===== config.mk =====
export PLATFORM = sky130hd
export DESIGN_NAME = card_cmd_framer
export DESIGN_NICKNAME = d
export VERILOG_FILES = /design/src/rtl/card_cmd_pkg.sv /design/src/rtl/card_fmt_decode.sv /design/src/rtl/crc4_serial_engine.sv /design/src/rtl/card_cmd_framer.sv
export SDC_FILE = /design/constraint.sdc
export NUM_CORES = 1
export LEC_CHECK = 0
export BUFFER_PORTS_ARGS = -buffer_cell sky130_fd_sc_hd__buf_2
export CORE_ASPECT_RATIO = 0.7
export CORE_UTILIZATION = 40
export DETAILED_ROUTE_END_ITERATION = 7
export REMOVE_ABC_BUFFERS = 1
export SYNTH_ARGS = -nofsm -noshare
export SYNTH_HDL_FRONTEND = slang
export SYNTH_HIERARCHICAL = 1
export SYNTH_SLANG_ARGS = --single-unit

===== constraint.sdc =====
create_clock -name clk_i -period 2.2 [get_ports clk_i]
set_input_delay 0.11 -clock clk_i [delete_from_list [all_inputs] [get_ports clk_i]]
set_output_delay 0.11 -clock clk_i [all_outputs]
set_load 0.02 [all_outputs]

===== src/rtl/card_cmd_pkg.sv =====
package card_cmd_pkg;
  localparam int TYPE_W  = 8;
  localparam int AWF_W   = 4;
  localparam int BYTES_W = 11;
  localparam int NUM_FMT = 3;

  typedef struct packed {
    logic [TYPE_W-1:0]  code;
    logic [AWF_W-1:0]   aw;
    logic [BYTES_W-1:0] bytes;
  } card_fmt_t;

  function automatic card_fmt_t fmt_at(input int idx);
    card_fmt_t f;
    case (idx)
      0:       f = '{code: 8'h0D, aw: 4'd5,  bytes: 11'd22};
      1:       f = '{code: 8'h1D, aw: 4'd8,  bytes: 11'd256};
      default: f = '{code: 8'h3D, aw: 4'd10, bytes: 11'd1024};
    endcase
    return f;
  endfunction
endpackage


===== src/rtl/card_fmt_decode.sv =====
module card_fmt_decode
  import card_cmd_pkg::*;
(
  input  logic [TYPE_W-1:0]  code_i,
  output logic               valid_o,
  output logic [AWF_W-1:0]   aw_o,
  output logic [BYTES_W-1:0] bytes_o
);
  logic [NUM_FMT-1:0] hit;

  for (genvar g = 0; g < NUM_FMT; g++) begin : g_fmt
    assign hit[g] = (code_i == fmt_at(g).code);
  end

  always_comb begin
    valid_o = |hit;
    aw_o    = '0;
    bytes_o = '0;
    for (int i = 0; i < NUM_FMT; i++) begin
      if (hit[i]) begin
        aw_o    = aw_o | fmt_at(i).aw;
        bytes_o = bytes_o | fmt_at(i).bytes;
      end
    end
    assert_type_onehot_R1: assert ($onehot0(hit));
  end
endmodule


===== src/rtl/crc4_serial_engine.sv =====
module crc4_serial_engine #(
  parameter int               STREAM_W = 19,
  parameter int               CNT_W    = 5,
  parameter int               CRC_W    = 4,
  parameter logic [CRC_W-1:0] POLY     = 4'hC,
  parameter logic [CRC_W-1:0] INIT     = 4'h5
) (
  input  logic                clk_i,
  input  logic                rst_ni,
  input  logic                load_i,
  input  logic [STREAM_W-1:0] stream_i,
  input  logic [CNT_W-1:0]    nbits_i,
  output logic                busy_o,
  output logic                last_o,
  output logic [CRC_W-1:0]    crc_nxt_o
);
  logic [STREAM_W-1:0] sh_q;
  logic [CNT_W-1:0]    cnt_q, nbits_q;
  logic [CRC_W-1:0]    crc_q;
  logic                busy_q, fb;

  always_comb begin
    fb        = crc_q[0] ^ sh_q[0];
    crc_nxt_o = (crc_q >> 1) ^ (fb ? POLY : '0);
    last_o    = busy_q && (cnt_q == nbits_q - CNT_W'(1));
  end

  assign busy_o = busy_q;

  always_ff @(posedge clk_i or negedge rst_ni) begin
    if (!rst_ni) begin
      sh_q    <= '0;
      cnt_q   <= '0;
      nbits_q <= '0;
      crc_q   <= '0;
      busy_q  <= 1'b0;
    end else if (load_i) begin
      sh_q    <= stream_i;
      cnt_q   <= '0;
      nbits_q <= nbits_i;
      crc_q   <= INIT;
      busy_q  <= 1'b1;
    end else if (busy_q) begin
      sh_q  <= sh_q >> 1;
      crc_q <= crc_nxt_o;
      cnt_q <= cnt_q + CNT_W'(1);
      if (last_o) busy_q <= 1'b0;
    end
  end

  assert_cnt_bound_R7: assert property (@(posedge clk_i) disable iff (!rst_ni)
    busy_q |-> (cnt_q < nbits_q));
  assert_load_idle_R9: assert property (@(posedge clk_i) disable iff (!rst_ni)
    load_i |-> !busy_q);
  assert_start_count_R7: assert property (@(posedge clk_i) disable iff (!rst_ni)
    $rose(busy_q) |-> (cnt_q == '0) && (crc_q == INIT));
endmodule


===== src/rtl/card_cmd_framer.sv =====
module card_cmd_framer
  import card_cmd_pkg::*;
#(
  parameter int             ADDR_W_MAX = 10,
  parameter int             DATA_W     = 8,
  parameter int             CRC_W      = 4,
  parameter logic [CRC_W-1:0] CRC_POLY = 4'hC,
  parameter logic [CRC_W-1:0] CRC_INIT = 4'h5,
  parameter int             PROT_LAST  = 4,
  localparam int            STREAM_W   = 1 + ADDR_W_MAX + DATA_W,
  localparam int            CMD_W      = STREAM_W + CRC_W,
  localparam int            CNT_W      = $clog2(STREAM_W + 1),
  localparam int            LEN_W      = $clog2(CMD_W + 1),
  localparam int            RESP_W     = DATA_W + CRC_W
) (
  input  logic               clk_i,
  input  logic               rst_ni,
  input  logic               start_i,
  input  logic               wr_i,
  input  logic [TYPE_W-1:0]  card_type_i,
  input  logic [ADDR_W_MAX-1:0] addr_i,
  input  logic [DATA_W-1:0]  wdata_i,
  input  logic [RESP_W-1:0]  resp_i,
  output logic               busy_o,
  output logic               done_o,
  output logic [CMD_W-1:0]   cmd_o,
  output logic [LEN_W-1:0]   cmd_len_o,
  output logic [CRC_W-1:0]   crc_o,
  output logic [DATA_W-1:0]  rdata_o,
  output logic               crc_err_o,
  output logic               type_err_o,
  output logic               refused_o,
  output logic [BYTES_W-1:0] mem_bytes_o
);
  logic                  type_ok, refuse_d, accept, load, last;
  logic [AWF_W-1:0]      aw_d;
  logic [BYTES_W-1:0]    bytes_d;
  logic [ADDR_W_MAX-1:0] addr_m_d;
  logic [DATA_W-1:0]     crc_data_d;
  logic [STREAM_W-1:0]   stream_d;
  logic [CNT_W-1:0]      nbits_d;
  logic [CRC_W-1:0]      crc_nxt;

  logic                  op_wr_q;
  logic [AWF_W-1:0]      aw_q;
  logic [ADDR_W_MAX-1:0] addr_q;
  logic [DATA_W-1:0]     data_q;
  logic [CRC_W-1:0]      rcrc_q;
  logic [BYTES_W-1:0]    bytes_q;

  logic [CMD_W-1:0]      asm_cmd;
  logic [LEN_W-1:0]      asm_len;

  card_fmt_decode u_dec (
    .code_i  (card_type_i),
    .valid_o (type_ok),
    .aw_o    (aw_d),
    .bytes_o (bytes_d)
  );

  // request decode: mask address, pick CRC data, build LSB-first stream
  always_comb begin
    addr_m_d   = addr_i & ~({ADDR_W_MAX{1'b1}} << aw_d);
    refuse_d   = wr_i && (addr_m_d <= ADDR_W_MAX'(PROT_LAST));
    accept     = start_i && !busy_o;
    load       = accept && type_ok && !refuse_d;
    crc_data_d = wr_i ? wdata_i : resp_i[DATA_W-1:0];
    stream_d   = STREAM_W'(!wr_i)
               | (STREAM_W'(addr_m_d) << 1)
               | (STREAM_W'(crc_data_d) << (CNT_W'(aw_d) + CNT_W'(1)));
    nbits_d    = CNT_W'(aw_d) + CNT_W'(1 + DATA_W);
  end

  crc4_serial_engine #(
    .STREAM_W (STREAM_W),
    .CNT_W    (CNT_W),
    .CRC_W    (CRC_W),
    .POLY     (CRC_POLY),
    .INIT     (CRC_INIT)
  ) u_crc (
    .clk_i     (clk_i),
    .rst_ni    (rst_ni),
    .load_i    (load),
    .stream_i  (stream_d),
    .nbits_i   (nbits_d),
    .busy_o    (busy_o),
    .last_o    (last),
    .crc_nxt_o (crc_nxt)
  );

  always_ff @(posedge clk_i or negedge rst_ni) begin
    if (!rst_ni) begin
      op_wr_q <= 1'b0;
      aw_q    <= '0;
      addr_q  <= '0;
      data_q  <= '0;
      rcrc_q  <= '0;
      bytes_q <= '0;
    end else if (load) begin
      op_wr_q <= wr_i;
      aw_q    <= aw_d;
      addr_q  <= addr_m_d;
      data_q  <= crc_data_d;
      rcrc_q  <= resp_i[RESP_W-1:DATA_W];
      bytes_q <= bytes_d;
    end
  end

  // command word assembly from captured fields and final CRC
  always_comb begin
    if (op_wr_q) begin
      asm_cmd = (CMD_W'(crc_nxt) << (LEN_W'(aw_q) + LEN_W'(1 + DATA_W)))
              | (CMD_W'(data_q) << (LEN_W'(aw_q) + LEN_W'(1)))
              | (CMD_W'(addr_q) << 1);
      asm_len = LEN_W'(aw_q) + LEN_W'(1 + DATA_W + CRC_W);
    end else begin
      asm_cmd = (CMD_W'(addr_q) << 1) | CMD_W'(1);
      asm_len = LEN_W'(aw_q) + LEN_W'(1);
    end
  end

  always_ff @(posedge clk_i or negedge rst_ni) begin
    if (!rst_ni) begin
      done_o      <= 1'b0;
      cmd_o       <= '0;
      cmd_len_o   <= '0;
      crc_o       <= '0;
      rdata_o     <= '0;
      crc_err_o   <= 1'b0;
      type_err_o  <= 1'b0;
      refused_o   <= 1'b0;
      mem_bytes_o <= '0;
    end else begin
      done_o <= 1'b0;
      if (accept && !load) begin
        done_o      <= 1'b1;
        cmd_o       <= '0;
        cmd_len_o   <= '0;
        crc_o       <= '0;
        rdata_o     <= '0;
        crc_err_o   <= 1'b0;
        type_err_o  <= !type_ok;
        refused_o   <= type_ok;
        mem_bytes_o <= type_ok ? bytes_d : '0;
      end else if (last) begin
        done_o      <= 1'b1;
        cmd_o       <= asm_cmd;
        cmd_len_o   <= asm_len;
        crc_o       <= crc_nxt;
        rdata_o     <= op_wr_q ? '0 : data_q;
        crc_err_o   <= !op_wr_q && (crc_nxt != rcrc_q);
        type_err_o  <= 1'b0;
        refused_o   <= 1'b0;
        mem_bytes_o <= bytes_q;
      end
    end
  end

  assert_refused_empty_R6: assert property (@(posedge clk_i) disable iff (!rst_ni)
    (done_o && refused_o) |-> (cmd_len_o == '0) && (cmd_o == '0) && !type_err_o);
  assert_bad_type_empty_R8: assert property (@(posedge clk_i) disable iff (!rst_ni)
    (done_o && type_err_o) |-> (cmd_len_o == '0) && (mem_bytes_o == '0));
  assert_read_flag_R2: assert property (@(posedge clk_i) disable iff (!rst_ni)
    (done_o && !type_err_o && !refused_o && !op_wr_q) |-> cmd_o[0]);
  assert_write_noerr_R5: assert property (@(posedge clk_i) disable iff (!rst_ni)
    (done_o && op_wr_q) |-> !crc_err_o);
  assert_hold_busy_R9: assert property (@(posedge clk_i) disable iff (!rst_ni)
    (busy_o && !last) |=> $stable(op_wr_q) && $stable(aw_q) && $stable(addr_q));
  assert_done_at_end_R7: assert property (@(posedge clk_i) disable iff (!rst_ni)
    $fell(busy_o) |-> done_o);
endmodule


==> results of run 1 <==
==> cell type report <==
cell class	instances	area, µm²	area share (%)
Multi-Input combinational cell	653	4980	42.4
Sequential cell	127	3180	27.1
Timing Repair Buffer	288	2540	21.6
Clock buffer	18	439	3.74
Tap cell	236	295	2.51
Clock inverter	14	169	1.44
Inverter	20	106	0.905
Timing Repair inverter	2	32.5	0.277
==> power by group <==
group | switching [mW] | internal (mW)
clock | 1.22 | 1.74
sequential | 0.349 | 2.74
combinational | 2.17 | 1.96
==> metrics by stage <==
stage	setup slack, ns	cell area, µm²	TNS, ns	instances
2_1_floorplan	-4.81	7250	-502.57	798
3_3_place_gp	-0.740	9150	-74.98	1271
3_5_place_dp	-0.747	9150	-83.92	1271
4_1_cts	-0.209	11100	-14.18	1350
5_1_grt	-0.263	11700	-20.02	1358
6_report	-0.176	11700	-8.01	1358
==> synthesized netlist by cell type, types with 3 or more instances <==
cell type	n
dfrtp_1	127
o211ai_1	5
o221ai_1	6
nor2b_1	4
and2_1	3
buf_2	26
nand3_1	18
o21ai_0	88
nand2b_1	10
xnor2_1	15
o22ai_1	13
nor3_1	19
ha_1	6
nand3b_1	12
nand4_1	6
xor2_1	6
a2bb2oi_2	9
o31a_1	3
mux2_2	21
and3_1	4
a31oi_1	7
and2_0	3
mux2i_1	52
nor2_1	52
or2_2	3
nor4_1	3
a21oi_1	39
inv_1	17
clkbuf_1	32
buf_4	15
or3_1	3
nand2_1	176
a211oi_1	10
==> state kept, by name (all words and copies together) (netlist names) <==
signal	flops
cmd_o	23
u_crc/sh_q	19
bytes_q	11
mem_bytes_o	11
addr_q	10
data_q	8
rdata_o	8
cmd_len_o	5
u_crc/cnt_q	5
u_crc/nbits_q	5
aw_q	4
crc_o	4
rcrc_q	4
u_crc/crc_q	4
crc_err_o	1
done_o	1
op_wr_q	1
refused_o	1
type_err_o	1
u_crc/busy_o	1
==> worst paths after layout <==
kind                                       start         end
worst max register to register  u_crc/nbits_q[0]   cmd_o[10]
worst max-delay path            u_crc/nbits_q[0]   cmd_o[10]
worst min register to register        bytes_q[9]  bytes_q[9]
min in group clk_i                     addr_i[5]   addr_q[5]
max in group asynchronous                 rst_ni     aw_q[0]
worst min-delay path                      rst_ni   cmd_o[16]
==> repair_timing <==
item	CTS	global route
resized for setup	247	135
gates cloned	20	3
hold buffers	5	0
buffers inserted	23	13
setup endpoints to repair	127	127
hold endpoints to repair	131	0
pin swaps	75	36
==> kinds of logic after synthesis <==
logic type / share of synthesized area (%)
AND/OR/NAND/NOR: 19.0
AO/OA/AOI/OAI: 19.2
flip-flops: 41.7
buffers and inverters: 6.20
multiplexers: 10.1
XOR/XNOR: 2.84
adder cells (fa/ha/maj): 0.984
other: 0.0492
==> worst max-delay path: cells and delay by family, from the launching register on <==
family                   cells  cell delay, ns
AND/OR/NAND/NOR              4            0.70
AO/OA/AOI/OAI                3            0.60
buffers and inverters        3            0.41
flip-flops                   1            0.39
adder cells (fa/ha/maj)      1            0.14
==> metal layers <==
| metal | share of wire [%] | up-vias | track usage (%) |
|---|---|---|---|
| met5 | 0 | - | 0 |
| met4 | 1.9 | 0 | 7.93 |
| met2 | 44 | 297 | 41.4 |
| met3 | 7.0 | 43 | 6.49 |
| li1 | - | 3554 | - |
| met1 | 47 | 3720 | 40.3 |
==> impl_metrics.yaml, run 1 <==
status:
  status: "finished, violations left"
  violations: "negative setup slack"
yosys:
  synth_cell_type_count: 77
  synth_top_area_share_pct: 41.7
  synth_warnings: 6
  ys_ff_latch: 127
  synth_area_um2: 7630
  synth_area_leader_cell: "dfrtp_1"
  syn_avg_cell_area_um2: 8.76
  yosys-top-cells-area: "dfrtp_1, nand2_1, mux2i_1"
  ys.flop_type: "dfrtp_1"
  synth_edf_count: 0
  seq_area_frac_synth_pct: 41.7
  ys_async_sr_fraction_pct: 100
  syn_inst: 871
sta:
  relSlewSlack_pct: 55.3
  finalSetupViolCount: 120
  fmax_mhz: 421
  skew_ns: 0.0111
  hold_violations: 0
  period_share_pct: 108
  fin_crit_ns: 2.38
  maxSlewViolCount: 0
  rsz0062_at_grt: "true"
  tightestPinTransition_ns: 0.668
  setup_slack_ns: -0.176
  holdWs_ns: 0.0440
placement:
  port_buffers: 97
  gp_congestion: 0.963
  dpl.hpwl_um: 17200
worst_setup_path:
  endpoint_kind: "register"
  r2r_setup_slack_ns: -0.18
  reg2reg_depth: 11
  crit_path_start_kind: "register"
  cpPeakStageDelay_ns: 0.39
  critPathKind: "register to register"
  cp_data_arrival_time_ns: 2.68
  crit_required_ns: 2.50
  path_max_fanout: 7
  crit_slowest_cell: "dfrtp_1"
  path_cells: "inv_2 -> ha_4 -> nand2_2 -> o31a_1 -> nor4_4 -> o211a_4 -> clkinvlp_4 -> buf_8 -> or3_4 -> o21ai_2 -> nor3_1"
die:
  fp.coreArea_um2: 18400
  die_h_um: 118
  placementRows: 41
  dieArea_um2: 19600
  io_pins: 98
  start_util_pct: 41.5
  die-width_um: 167
global_route:
  grt_pass1_vias: 7548
  antenna_found_initial: 0
  grt_pass1_wl_um: 42300
  grt_remaining_overflow: 0
  grt_max_degree: 63
  grt_usage_pct: 27.9
route:
  drcViolationCount: 0
  wl_per_cell_um: 20.0
  viasPerCell: 5.61
  ant_nets: 0
  via_count: 7614
  firstDrtPassIters: 6
  drt-total-wl_um: 27200
  dr.first_iter.drc_count: 695
cells_and_area:
  nets: 1157
  fin_util_pct: 64.0
  layout-drive-gt1-share_pct: 48.3
  diodes: 0
  layout_commonest_cell: "buf_4"
  final_cell_mix: "buf_4, dfrtp_1, nand2_1"
  nFillCells: 1479
  syn2layout_area_growth_pct: 54.0
clock_tree:
  clk_latency_ns: 0.43
  cts_made_buffers: 17
  cts_tree: "done"
  htree_num_levels: 4
  cts_max_path_buffers: 2
  cts_root_buf: "clkbuf_16"
  cts.clk_slew.worst_paths_ns: 0.06
  cts.sinks: 127
flow_run:
  cap_violations: 0
pwr:
  peakVddDrop_uv: 558
  p_leak_nw: 5.52
  p_per_area_nw_per_um2: 867
  total_power_mw: 10.2
hold_path:
  hold_class: "input pin to asynchronous set/reset pin"
Note: power is estimated with default switching activity, not from simulation.
==> inputs of run 2 (changes only) <==
Settings changed: GPL_TIMING_DRIVEN from default to 0.
==> run 2 against run 1 <==
Against the previous run:
- the run still ends with negative setup slack left
- critical path depth grew 5
- final cell count shrank 6.8%
- hold slack lost 0.013 ns
- final area shrank 13%
- critical path type is now input pin to register
- largest power group unchanged
- highest routed layer unchanged
==> impl_metrics.yaml, run 2 (synthesized netlist as in run 1, its figures left out) <==
global_route:
  grt_usage_pct: 27.0
  grt_pass1_wl_um: 40700
  grt_max_degree: 74
  grt_remaining_overflow: 0
  grt_pass1_vias: 6901
  antenna_found_initial: 1
clock_tree:
  htree_num_levels: 4
  cts.sinks: 127
  clk_latency_ns: 0.44
  cts.clk_slew.worst_paths_ns: 0.06
  cts_tree: "done"
  cts_root_buf: "clkbuf_16"
  cts_max_path_buffers: 2
  cts_made_buffers: 17
worst_setup_path:
  crit_path_start_kind: "input pin"
  r2r_start: "u_crc/nbits_q[0]"
  critPathKind: "input pin to register"
  endpoint_kind: "register"
  crit_required_ns: 2.52
  critPathLaunch: "card_type_i[6]"
  cp_data_arrival_time_ns: 2.97
  path_max_fanout: 7
placement:
  place_area_um2: 8120
  port_buffers: 97
  dp_slack_ns: -3.92
  dpl.hpwl_um: 14300
  gp_congestion: 0.925
sta:
  maxSlewViolCount: 0
  fin_crit_ns: 2.65
  period_share_pct: 120
  rsz0062_at_grt: "true"
  tightestPinTransition_ns: 0.984
  hold_violations: 0
  skew_ns: 0.0108
  setup_slack_ns: -0.447
  relSlewSlack_pct: 34.2
  finalSetupViolCount: 127
  fmax_mhz: 378
status:
  status: "finished, violations left"
  violations: "negative setup slack"
route:
  drcViolationCount: 0
  dr.first_iter.drc_count: 815
  via_count: 7351
  drt-total-wl_um: 26200
  ant_nets: 0
  viasPerCell: 5.81
  firstDrtPassIters: 6
  wl_per_cell_um: 20.7
cells_and_area:
  top_regs: "cmd_o: 23 flops, u_crc/sh_q: 19 flops"
  nets: 1064
  nFillCells: 1643
  layout_commonest_cell: "nand2_1"
  syn2layout_area_growth_pct: 33.3
  fin_util_pct: 55.4
  final_cell_mix: "nand2_1, dfrtp_1, buf_2"
  layout-drive-gt1-share_pct: 33.1
  largest_register_ffs: 23
  top_register: "cmd_o"
  stdcell_area_um2: 10200
die:
  die-width_um: 167
  placementRows: 41
  dieArea_um2: 19600
  fp.coreArea_um2: 18400
  io_pins: 98
  start_util_pct: 41.5
  die_h_um: 118
hold_path:
  hold_class: "input pin to register"
  hold_start: "addr_i[5]"
pwr:
  p_leak_nw: 4.65
  p_per_area_nw_per_um2: 918
  peakVddDrop_uv: 585
flow_run:
  cap_violations: 0
[run 2: cell types whose count changed in the layout (fill, tap and decap cells not counted), sizes merged, moves of 3 or more]
| cell | delta |
|---|---|
| buf | -110 |
| clkinv | +6 |
| nand3 | +3 |
| clkbuf | -4 |
| inv | +6 |
| clkinvlp | +4 |
[run 2: critical path, cell delays in order]
cell and delay (ns):
buf_6 0.09, or4b_4 0.56, nor4_4 0.29, buf_6 0.15, buf_6 0.10, buf_8 0.11
clkinv_8 0.05, ha_4 0.17, or3b_4 0.25, a21boi_4 0.06, o2111ai_4 0.22, buf_6 0.14
nand3_4 0.07, buf_12 0.21, inv_16 0.08, mux2_4 0.29
[run 2: per-layer routing]
metal	vias to the layer above	track usage, %	share of wire, %
met1	3607	41.0	48
met4	0	6.54	1.2
met5	-	0	0
li1	3363	-	-
met2	345	38.9	43
met3	36	5.31	8.2
[run 2: where the power goes]
part	internal, mW	switching (mW)
combinational	1.51	1.87
sequential	2.74	0.456
clock	1.49	1.27
total	5.74	3.60
[run 2: worst paths after layout]
path,endpoint,slack (ns),depth (start not counted)
setup / recovery,u_crc/nbits_q[4],-0.45,16
hold / removal,addr_q[5],0.03,3
setup reg to reg,cmd_o[18],-0.38,13
hold reg to reg,bytes_q[9],0.47,2
max in group asynchronous,aw_q[0],1.24,3
min in group asynchronous,cmd_o[16],0.20,2
[run 2: final cells by class]
type                       count  area, µm²  area share, %
antenna                        1       2.50         0.0246
clock buffer                  17        425           4.18
clock inverter                15        141           1.39
inverter                      20        108           1.06
multi-input combinational    658       4510           44.4
sequential                   127       3190           31.3
tap                          236        295           2.90
timing repair buffer         177       1310           12.8
timing repair inverter        15        194           1.91
[run 2: what timing repair did]
| action | in CTS | in global routing |
|---|---|---|
| hold buffers | 7 | 0 |
| buffers inserted | 62 | 7 |
| setup endpoints to repair | 127 | 127 |
| pin swaps | 30 | 3 |
| hold endpoints to repair | 60 | 0 |
| gates resized for setup | 133 | 42 |
| gates cloned | 21 | 2 |
[run 2: metrics by stage]
| step | instances | power (mW) | setup TNS (ns) | hold WS (ns) |
|---|---|---|---|---|
| after floorplan | 798 | 4.92 | -502.57 | -0.186 |
| after global placement | 1131 | 5.75 | -905.75 | 0.303 |
| after detailed placement | 1136 | 5.80 | -329.06 | 0.0954 |
| after CTS | 1258 | 9.24 | -38.05 | 0.00496 |
| after global routing | 1266 | 9.74 | -52.70 | 0.0142 |
| final | 1266 | 9.33 | -40.49 | 0.0307 |
==> inputs of run 3 (changes only) <==
Settings changed: CAP_MARGIN from default to 20, RECOVER_POWER from default to 50.
==> run 3 against run 2 <==
Against the previous run:
- combinational power is essentially flat
- hold slack got worse by 0.016 ns
- final cell count is 0.16% higher
- clock-buffer cell count is the same
- die area unchanged
- clock skew is 0.0016 ns lower
- utilization rose by 0.69 points
- sequential share of layout area down 0.39 points
- the flow still finishes with violations (negative setup slack)
- global-route usage is 0.73 points lower
- worst setup slack worse by 0.0080 ns
- clock power rose by 7.2%
- critical path depth rose by 1
==> impl_metrics.yaml, run 3 (synthesized netlist as in run 1, its figures left out) <==
worst_setup_path:
  r2r_start: "u_crc/nbits_q[0]"
  reg2reg_depth: 12
  r2r_setup_slack_ns: -0.36
  crit_slowest_cell: "or4b_4"
  reg2reg_to: "cmd_o[18]"
  endpoint_kind: "register"
  crit_path_start_kind: "input pin"
  critPathTopFamily: "simple AND/OR/NAND/NOR gates"
  crit_required_ns: 2.51
  critPathKind: "input pin to register"
  cp_data_arrival_time_ns: 2.97
  crit_buf_inv: 8
  path_cells: "buf_6 -> or4b_4 -> nor4_4 -> buf_6 -> buf_6 -> buf_8 -> clkinv_8 -> ha_4 -> or3b_4 -> a21boi_4 -> o2111ai_4 -> buf_4 -> buf_4 -> nand3_2 -> buf_4 -> nand2_1 -> o21ai_0"
  cpPeakStageDelay_ns: 0.56
  path_max_fanout: 5
route:
  dr.first_iter.drc_count: 924
  drcViolationCount: 0
  ant_nets: 0
  wl_per_cell_um: 20.3
  firstDrtPassIters: 6
  drt-total-wl_um: 25700
  via_count: 7364
  viasPerCell: 5.81
placement:
  port_buffers: 97
  dpl.hpwl_um: 14500
  gp_congestion: 0.925
  dp_slack_ns: -3.51
cells_and_area:
  nets: 1067
  diodes: 0
  nFillCells: 1594
  top_regs: "cmd_o: 23 flops, u_crc/sh_q: 19 flops"
  layout_commonest_cell: "nand2_1"
  final_cell_mix: "nand2_1, dfrtp_1, buf_2"
  top_register: "cmd_o"
  largest_register_ffs: 23
  syn2layout_area_growth_pct: 35.0
  layout-drive-gt1-share_pct: 33.9
global_route:
  grt_remaining_overflow: 0
  grt_pass1_vias: 7047
  grt_usage_pct: 26.3
  grt_pass1_wl_um: 39900
  grt_max_degree: 74
  antenna_found_initial: 0
hold_path:
  hold_end: "addr_q[5]"
  hold_class: "input pin to register"
  hold_start: "addr_i[5]"
  holdPathStages: 3
sta:
  tightestPinTransition_ns: 1.40
  maxSlewViolCount: 0
  hold_violations: 0
  relSlewSlack_pct: 6.69
  rsz0062_at_grt: "true"
  fin_crit_ns: 2.66
  tns_ns: -42.90
  fmax_mhz: 377
  period_share_pct: 121
  skew_ns: 0.00917
  finalSetupViolCount: 127
  setup_slack_ns: -0.455
die:
  die-width_um: 167
  io_pins: 98
  fp.coreArea_um2: 18400
  placementRows: 41
  die_h_um: 118
  dieArea_um2: 19600
  start_util_pct: 41.5
pwr:
  p_leak_nw: 4.74
  p_per_area_nw_per_um2: 926
  total_power_mw: 9.54
  peakVddDrop_uv: 542
clock_tree:
  cts_tree: "done"
  cts_root_buf: "clkbuf_16"
  clk_latency_ns: 0.44
  cts.sinks: 127
  cts.clk_slew.worst_paths_ns: 0.06
  htree_num_levels: 4
  cts_max_path_buffers: 2
  cts_made_buffers: 17
flow_run:
  cap_violations: 0
status:
  violations: "negative setup slack"
  status: "finished, violations left"
-- run 3: cell types whose count changed in the layout (fill, tap and decap cells not counted), moves of 4 or more --
cell,change
a21oi_1,+4
a21oi_2,-6
buf_4,+10
clkbuf_16,+4
o21ai_1,-4
o21ai_2,+4
-- run 3: per-stage QoR --
| stage | utilization, % | hold slack [ns] | cell area (µm²) | std cells |
|---|---|---|---|---|
| CTS | 54.4 | 0.00597 | 9980 | 1254 |
| finish | 56.1 | 0.0148 | 10300 | 1268 |
| global placement | 43.7 | 0.303 | 8030 | 1131 |
| global route | 56.1 | 0.0106 | 10300 | 1268 |
| detailed placement | 44.5 | 0.0958 | 8180 | 1139 |
| floorplan | - | -0.186 | 7250 | 798 |
-- run 3: final cells by class --
type | count | area [µm²] | share of cell area (%)
repair inverters | 2 | 16.3 | 0.158
multi-input cells | 656 | 4510 | 43.8
well taps | 236 | 295 | 2.87
flip-flops and latches | 127 | 3190 | 30.9
repair buffers | 195 | 1590 | 15.4
inverters | 20 | 104 | 1.01
clock inverters | 15 | 176 | 1.71
clock buffers | 17 | 425 | 4.13
-- run 3: worst max-delay path by stage --
stage          cells after the start           start                to
4_1_cts                           15  card_type_i[6]  u_crc/nbits_q[2]
3_3_place_gp                      13  card_type_i[1]    u_crc/sh_q[18]
6_report                          17  card_type_i[6]           aw_q[2]
3_5_place_dp                      15  card_type_i[1]  u_crc/nbits_q[2]
5_1_grt                           17  card_type_i[6]         data_q[3]
2_1_floorplan                     10  card_type_i[1]  u_crc/nbits_q[2]
-- run 3: routing by layer --
layer / up-vias / global-route usage (%) / wire, µm
li1: 3369 / - / -
met4: 0 / 7.70 / 448
met2: 355 / 38.4 / 11300
met5: - / 0 / 0
met3: 52 / 6.32 / 2120
met1: 3588 / 38.2 / 11900
-- run 3: where the power goes --
group	total, mW	internal [mW]	switching, mW
sequential	3.19	2.74	0.455
combinational	3.38	1.55	1.83
clock	2.96	1.71	1.26
-- run 3: what timing repair did --
action,in CTS,in global routing
endpoints found under the setup margin,127,127
resized for setup,89,76
hold buffers,6,0
buffers inserted,65,12
endpoints found under the hold margin,59,0
pin swaps,15,12
gates cloned,12,4
-- run 3: worst reg2reg max path: cells and delay by family (launching register included) --
family | cells | cell delay, ns
AO/OA/AOI/OAI | 5 | 1.10
buffers and inverters | 3 | 0.44
flip-flops | 1 | 0.42
AND/OR/NAND/NOR | 3 | 0.33
adder cells (fa/ha/maj) | 1 | 0.15
